## config.mk

```make
export PLATFORM = sky130hd
export DESIGN_NAME = sonic_burst_gen
export DESIGN_NICKNAME = d
export VERILOG_FILES = /design/src/rtl/sbg_pkg.sv /design/src/rtl/sbg_rep_timer.sv /design/src/rtl/sbg_channel.sv /design/src/rtl/sonic_burst_gen.sv
export SDC_FILE = /design/constraint.sdc
export NUM_CORES = 1
export LEC_CHECK = 0
export ABC_AREA = 1
export BUFFER_PORTS_ARGS = -buffer_cell sky130_fd_sc_hd__buf_2
export CELL_PAD_IN_SITES_DETAIL_PLACEMENT = 1
export CELL_PAD_IN_SITES_GLOBAL_PLACEMENT = 2
export CORE_ASPECT_RATIO = 0.7
export CORE_UTILIZATION = 36
export CTS_BUF_LIST = sky130_fd_sc_hd__clkbuf_8
export DETAILED_ROUTE_END_ITERATION = 7
export PLACE_DENSITY = 0.95
export SETUP_SLACK_MARGIN = 0.02
export SYNTH_ARGS = -nofsm -noshare
export SYNTH_HDL_FRONTEND = slang
export SYNTH_SLANG_ARGS = --single-unit
```

## constraint.sdc

```tcl
create_clock -name clk -period 6.41 [get_ports clk]
set_input_delay 1.282 -clock clk [delete_from_list [all_inputs] [get_ports clk]]
set_output_delay 1.282 -clock clk [all_outputs]
set_load 0.05 [all_outputs]
```

## src/rtl/sbg_pkg.sv

```systemverilog
package sbg_pkg;

  typedef enum logic [1:0] {
    MODE_PULSE = 2'd0,
    MODE_CW    = 2'd1,
    MODE_SPLIT = 2'd2,
    MODE_OFF   = 2'd3
  } burst_mode_e;

  localparam int NBR = 3;   // bridges per channel: two high-voltage, one low-current
  localparam int BR_CW = 2;

  // Half-period as used by the timing counter (zero is promoted to one).
  function automatic int unsigned eff_half(input int unsigned h);
    return (h == 0) ? 1 : h;
  endfunction

  // Number of half-periods a finite burst contains (0 means no burst).
  function automatic int unsigned burst_halves(input burst_mode_e m,
                                               input int unsigned n,
                                               input int unsigned pre);
    case (m)
      MODE_PULSE: return 2 * n;
      MODE_SPLIT: return pre + 2 * n;
      default:    return 0;
    endcase
  endfunction

endpackage

```

## src/rtl/sbg_rep_timer.sv

```systemverilog
module sbg_rep_timer #(
  parameter int REP_W = 16
) (
  input  logic             clk,
  input  logic             rst_n,
  input  logic             run,
  input  logic [REP_W-1:0] period,
  output logic             fire
);

  logic [REP_W-1:0] cnt;
  logic             wrap;

  assign wrap = (cnt >= period - REP_W'(1));
  assign fire = run & (cnt == '0);

  always_ff @(posedge clk) begin
    if (!rst_n)      cnt <= '0;
    else if (!run)   cnt <= '0;
    else if (wrap)   cnt <= '0;
    else             cnt <= cnt + REP_W'(1);
  end

endmodule

```

## src/rtl/sbg_channel.sv

```systemverilog
module sbg_channel
  import sbg_pkg::*;
#(
  parameter int HP_W       = 8,
  parameter int CNT_W      = 5,
  parameter int PRE_HALVES = 3
) (
  input  logic             clk,
  input  logic             rst_n,
  input  logic             run,
  input  logic             fire,
  input  logic [HP_W-1:0]  half_in,
  input  logic [CNT_W-1:0] pulses_in,
  input  logic [1:0]       mode_in,
  input  logic             neg_in,
  input  logic             bridge_in,
  output logic [NBR-1:0]   pos_o,
  output logic [NBR-1:0]   neg_o,
  output logic             active_o
);

  localparam int IDX_W = $clog2(PRE_HALVES + 2 * (2 ** CNT_W)) + 1;

  burst_mode_e       mode_e;
  logic [IDX_W-1:0]  total_in;
  logic [HP_W-1:0]   hp_in;
  logic              startable;
  logic              start;
  logic              half_end;
  logic              last_half;

  logic              act;
  logic              pol;      // 1 = positive level
  logic [1:0]        br;
  logic [HP_W-1:0]   tcnt;
  logic [IDX_W-1:0]  idx;
  logic [HP_W-1:0]   hp_l;
  logic [IDX_W-1:0]  total_l;
  logic              cw_l;
  logic              sp_l;

  assign mode_e    = burst_mode_e'(mode_in);
  assign total_in  = IDX_W'(burst_halves(mode_e, 32'(pulses_in), PRE_HALVES));
  assign hp_in     = HP_W'(eff_half(32'(half_in)));
  assign startable = (mode_e == MODE_CW) || (total_in != '0);
  assign start     = fire & ~act & startable;
  assign half_end  = act & (tcnt == '0);
  assign last_half = half_end & ~cw_l & (idx == total_l - IDX_W'(1));

  always_ff @(posedge clk) begin
    if (!rst_n) begin
      act     <= 1'b0;
      pol     <= 1'b0;
      br      <= 2'd0;
      tcnt    <= '0;
      idx     <= '0;
      hp_l    <= '0;
      total_l <= '0;
      cw_l    <= 1'b0;
      sp_l    <= 1'b0;
    end else if (!run) begin
      act <= 1'b0;
    end else if (start) begin
      act     <= 1'b1;
      pol     <= ~neg_in;
      tcnt    <= hp_in - HP_W'(1);
      idx     <= '0;
      hp_l    <= hp_in;
      total_l <= total_in;
      cw_l    <= (mode_e == MODE_CW);
      sp_l    <= (mode_e == MODE_SPLIT);
      if (mode_e == MODE_CW)         br <= 2'(BR_CW);
      else if (mode_e == MODE_SPLIT) br <= 2'd0;
      else                           br <= {1'b0, bridge_in};
    end else if (half_end) begin
      pol  <= ~pol;
      tcnt <= hp_l - HP_W'(1);
      idx  <= idx + IDX_W'(1);
      if (last_half) act <= 1'b0;
      if (sp_l && (idx == IDX_W'(PRE_HALVES - 1))) br <= 2'd1;
    end else if (act) begin
      tcnt <= tcnt - HP_W'(1);
    end
  end

  for (genvar b = 0; b < NBR; b++) begin : g_drv
    assign pos_o[b] = act &  pol & (br == 2'(b));
    assign neg_o[b] = act & ~pol & (br == 2'(b));
  end

  assign active_o = act;

endmodule

```

## src/rtl/sonic_burst_gen.sv

```systemverilog
module sonic_burst_gen
  import sbg_pkg::*;
#(
  parameter int NCH        = 4,
  parameter int HP_W       = 8,
  parameter int CNT_W      = 5,
  parameter int REP_W      = 16,
  parameter int PRE_HALVES = 3
) (
  input  logic                 clk,
  input  logic                 rst_n,
  input  logic                 run,
  input  logic [REP_W-1:0]     rep_period,
  input  logic [NCH*HP_W-1:0]  cfg_half,
  input  logic [NCH*CNT_W-1:0] cfg_pulses,
  input  logic [NCH*2-1:0]     cfg_mode,
  input  logic [NCH-1:0]       cfg_neg,
  input  logic [NCH-1:0]       cfg_bridge,
  output logic                 fire,
  output logic [NCH*NBR-1:0]   drv_pos,
  output logic [NCH*NBR-1:0]   drv_neg,
  output logic [NCH-1:0]       clamp
);

  logic [NCH-1:0] ch_act;

  sbg_rep_timer #(.REP_W(REP_W)) u_timer (
    .clk    (clk),
    .rst_n  (rst_n),
    .run    (run),
    .period (rep_period),
    .fire   (fire)
  );

  for (genvar c = 0; c < NCH; c++) begin : g_ch
    sbg_channel #(
      .HP_W       (HP_W),
      .CNT_W      (CNT_W),
      .PRE_HALVES (PRE_HALVES)
    ) u_ch (
      .clk       (clk),
      .rst_n     (rst_n),
      .run       (run),
      .fire      (fire),
      .half_in   (cfg_half[c*HP_W +: HP_W]),
      .pulses_in (cfg_pulses[c*CNT_W +: CNT_W]),
      .mode_in   (cfg_mode[c*2 +: 2]),
      .neg_in    (cfg_neg[c]),
      .bridge_in (cfg_bridge[c]),
      .pos_o     (drv_pos[c*NBR +: NBR]),
      .neg_o     (drv_neg[c*NBR +: NBR]),
      .active_o  (ch_act[c])
    );
    assign clamp[c] = ~ch_act[c];
  end

endmodule

```

==> flow_metrics.py <==
metrics = {
    "status": {
        "outcome": "finished, final reports clean",
    },
    "power": {
        "ir_worst_vdd_mv": 0.115,
        "p_leak_nw": 5.30,
        "powerDensity_mw_per_mm2": 230,
    },
    "synth": {
        "ys_seq_area_frac": 0.310,
        "synth_top_family_by_area": "simple AND/OR/NAND/NOR gates",
        "syn_area_mm2": 0.0103,
        "synth_flop_cell": "dfxtp_1",
        "synth-seq-cells": 160,
        "synth_common_cells": "nand2_1, inv_1, dfxtp_1",
        "synth_cells": 1565,
        "synthTopCellsByArea": "dfxtp_1, nand2_1, inv_1",
        "yosys.area_share.adder": 0.0473,
        "synth_fp_nets": 1691,
        "synth.avg_cell_area_um2": 6.59,
        "synth_xor_area_frac": 0.0594,
        "synth.top_cell.area_share": 0.310,
        "yosysMostFrequentCell": "nand2_1",
        "ys_warn_count": 0,
        "synthMuxAreaShare": 0,
        "yosys.area_share.simple": 0.338,
        "async_flop_share": 0,
        "synth_edf_count": 0,
        "synth-compound-area-share": 0.143,
        "yosys.area.top_type": "dfxtp_1",
        "yosysUniqueCellTypes": 49,
    },
    "detailed_routing": {
        "drtPass1Iterations": 5,
        "avgViaCountPerCell": 5.21,
        "vias": 10700,
        "routed_wirelength_mm": 32.3,
        "drc": 0,
        "ant_nets": 0,
        "post_drt_wl_per_cell_um": 15.7,
        "detail_route.iter0.violations": 595,
    },
    "die": {
        "die_area_mm2": 0.0294,
        "rows": 51,
        "dieHeight_um": 144,
        "start_util": 0.368,
        "ioPinCount": 116,
        "die_w_um": 204,
        "core_mm2": 0.0280,
    },
    "place": {
        "io_buffers": 115,
        "place.gp.congestion": 0.850,
        "pre_cts_slack_ps": 1470,
        "dpl.hpwl_mm": 24.9,
    },
    "sta": {
        "setup_violations": 0,
        "setup_slack_ps": 1970,
        "drv_slew": 0,
        "min_period_ps": 4440,
        "hold_viol": 0,
        "fin_crit_sh": 0.693,
        "rsz0062_at_grt": "false",
        "tns_ps": 0,
        "fmax_ghz": 0.225,
        "finClkSkew_ps": 17.7,
        "slew_headroom": 0.292,
        "worstMarginPinSlew_ps": 1060,
    },
    "final_layout": {
        "fin_nets": 1795,
        "multiInputGateArea_mm2": 0.00606,
        "fillers": 3716,
        "seq_area_mm2": 0.00320,
        "syn_to_final_growth_pct": 12.9,
        "layout-drive-gt1-share": 0.121,
    },
    "clock_network": {
        "postCtsSetupBuffers": 0,
        "cts-root-buf": "clkbuf_8",
        "ctsResizeCount": 0,
        "cts_buffers": 17,
        "tritoncts": "done",
        "insertion_delay_ps": 480,
        "cts_buffer_depth": 2,
        "htree_num_levels": 4,
        "hold_buffers": 0,
        "clkSlewWorstSetupHoldPaths_ps": 90,
        "clock-sinks": 160,
    },
    "run": {
        "max_cap_viol_count": 0,
    },
    "setup_path": {
        "endpoint_kind": "register",
        "cp.arrival_ps": 4810,
        "worstSetupStartpoint": "rep_period[2]",
        "critPathKind": "primary input to register",
        "worstPathMaxFanout": 16,
        "worst_setup_path_start_kind": "primary input",
        "worstPathRequired_ps": 6780,
        "r2r_start": "u_timer.cnt[0]",
    },
    "grt": {
        "grt_pass1_vias": 10500,
        "grt_start_max_net_pins": 52,
        "antenna_found_initial": 1,
        "grt_usage": 0.226,
        "grt-ovfl-total": 0,
        "grt_pass1_wl_mm": 53.1,
    },
    "min_path": {
        "hp-start": "g_ch[2].u_ch.hp_l[2]",
        "worstHoldPathType": "register to register",
    },
}
==> stage by stage <==
step,total power [mW],instances,instance area (µm²),hold slack (ps),utilization
6_report,2.67,2054,11600,467,0.416
5_1_grt,2.83,2054,11600,482,0.416
4_1_cts,2.69,2053,11600,468,0.416
3_5_place_dp,1.82,2021,11200,454,0.400
3_3_place_gp,1.80,2021,11200,442,0.400
2_1_floorplan,1.63,1565,10300,430,-
==> flip-flops by register name, summed over array words and instances (netlist names) <==
signal,flops
g_ch.u_ch.idx,32
g_ch.u_ch.cw_l,4
g_ch.u_ch.pol,4
g_ch.u_ch.br,8
g_ch.u_ch.tcnt,32
g_ch.u_ch.total_l,28
u_timer.cnt,16
g_ch.u_ch.active_o,4
g_ch.u_ch.hp_l,32
==> cell type report <==
type,count,area share
Timing Repair Buffer,118,0.0513
Sequential cell,160,0.275
Clock inverter,13,0.0158
Multi-Input combinational cell,1140,0.520
Tap cell,371,0.0399
Antenna cell,1,0.000215
Inverter,232,0.0750
Clock buffer,19,0.0225
==> cells by family (layout without fill, tap and decap cells) <==
kind of cell / after synthesis / count (layout)
adders and majority gates: 39 / 39
xor gates and xnor gates: 70 / 70
DFF: 160 / 160
and+or+nand+nor: 768 / 768
other: 0 / 1
buffers and inverters: 265 / 382
AOI/OAI and AO/OA: 263 / 263
==> power breakdown <==
| part | leakage [nW] | switching [mW] | internal (mW) |
|---|---|---|---|
| combinational | 3.77 | 0.463 | 0.228 |
| sequential | 1.31 | 0.0585 | 1.06 |
| clock | 0.224 | 0.420 | 0.446 |
| total | 5.30 | 0.941 | 1.73 |
==> final timing paths <==
kind,end,slack [ps],cells past startpoint
setup reg to reg,g_ch[0].u_ch.tcnt[7],2910,15
setup / recovery,u_timer.cnt[9],1970,19
hold / removal,g_ch[2].u_ch.hp_l[2],470,2
hold reg to reg,g_ch[2].u_ch.hp_l[2],470,2
==> critical path, cell delays in order <==
cell and delay, ps:
buf_2 120, nor2_1 90, nand2_1 80, nor3_1 290, nand2_1 140, nor3_1 280
nand3b_1 170, nor3_1 300, nand3_1 140, xnor2_1 170, inv_1 70, ha_1 290
nand2_1 70, inv_1 50, nand3_1 100, inv_1 50, a21oi_1 150, nand4_1 570
a221oi_1 420
==> per-layer routing <==
metal | track usage | routed length, µm
met1 | 0.330 | 17200
met2 | 0.346 | 13500
met3 | 0.0331 | 1290
met4 | 0.0534 | 397
met5 | 0 | 0
==> layout by cell type, fill, tap and decap left out, types with 3 or more instances in the layout <==
| cell type | count |
|---|---|
| nand3_2 | 4 |
| buf_2 | 115 |
| ha_1 | 39 |
| a221oi_1 | 4 |
| nor2_4 | 4 |
| nor3_1 | 76 |
| buf_4 | 3 |
| nor2_1 | 131 |
| nand2_1 | 345 |
| nand3_1 | 107 |
| xor2_1 | 46 |
| o21ai_1 | 5 |
| nand2_2 | 7 |
| o21ai_0 | 76 |
| nor3_2 | 3 |
| clkbuf_8 | 19 |
| a21o_1 | 4 |
| a211oi_1 | 13 |
| nor4_1 | 16 |
| o21bai_1 | 3 |
| nand3b_1 | 11 |
| a21oi_1 | 126 |
| nor2_2 | 6 |
| xnor2_1 | 24 |
| inv_1 | 218 |
| nand4_1 | 36 |
| bufinv_16 | 4 |
| nor3b_1 | 14 |
| dfxtp_1 | 160 |
| o21ai_2 | 7 |
| inv_2 | 13 |
| a31oi_1 | 11 |
Note: power is estimated with default switching activity, not from simulation.
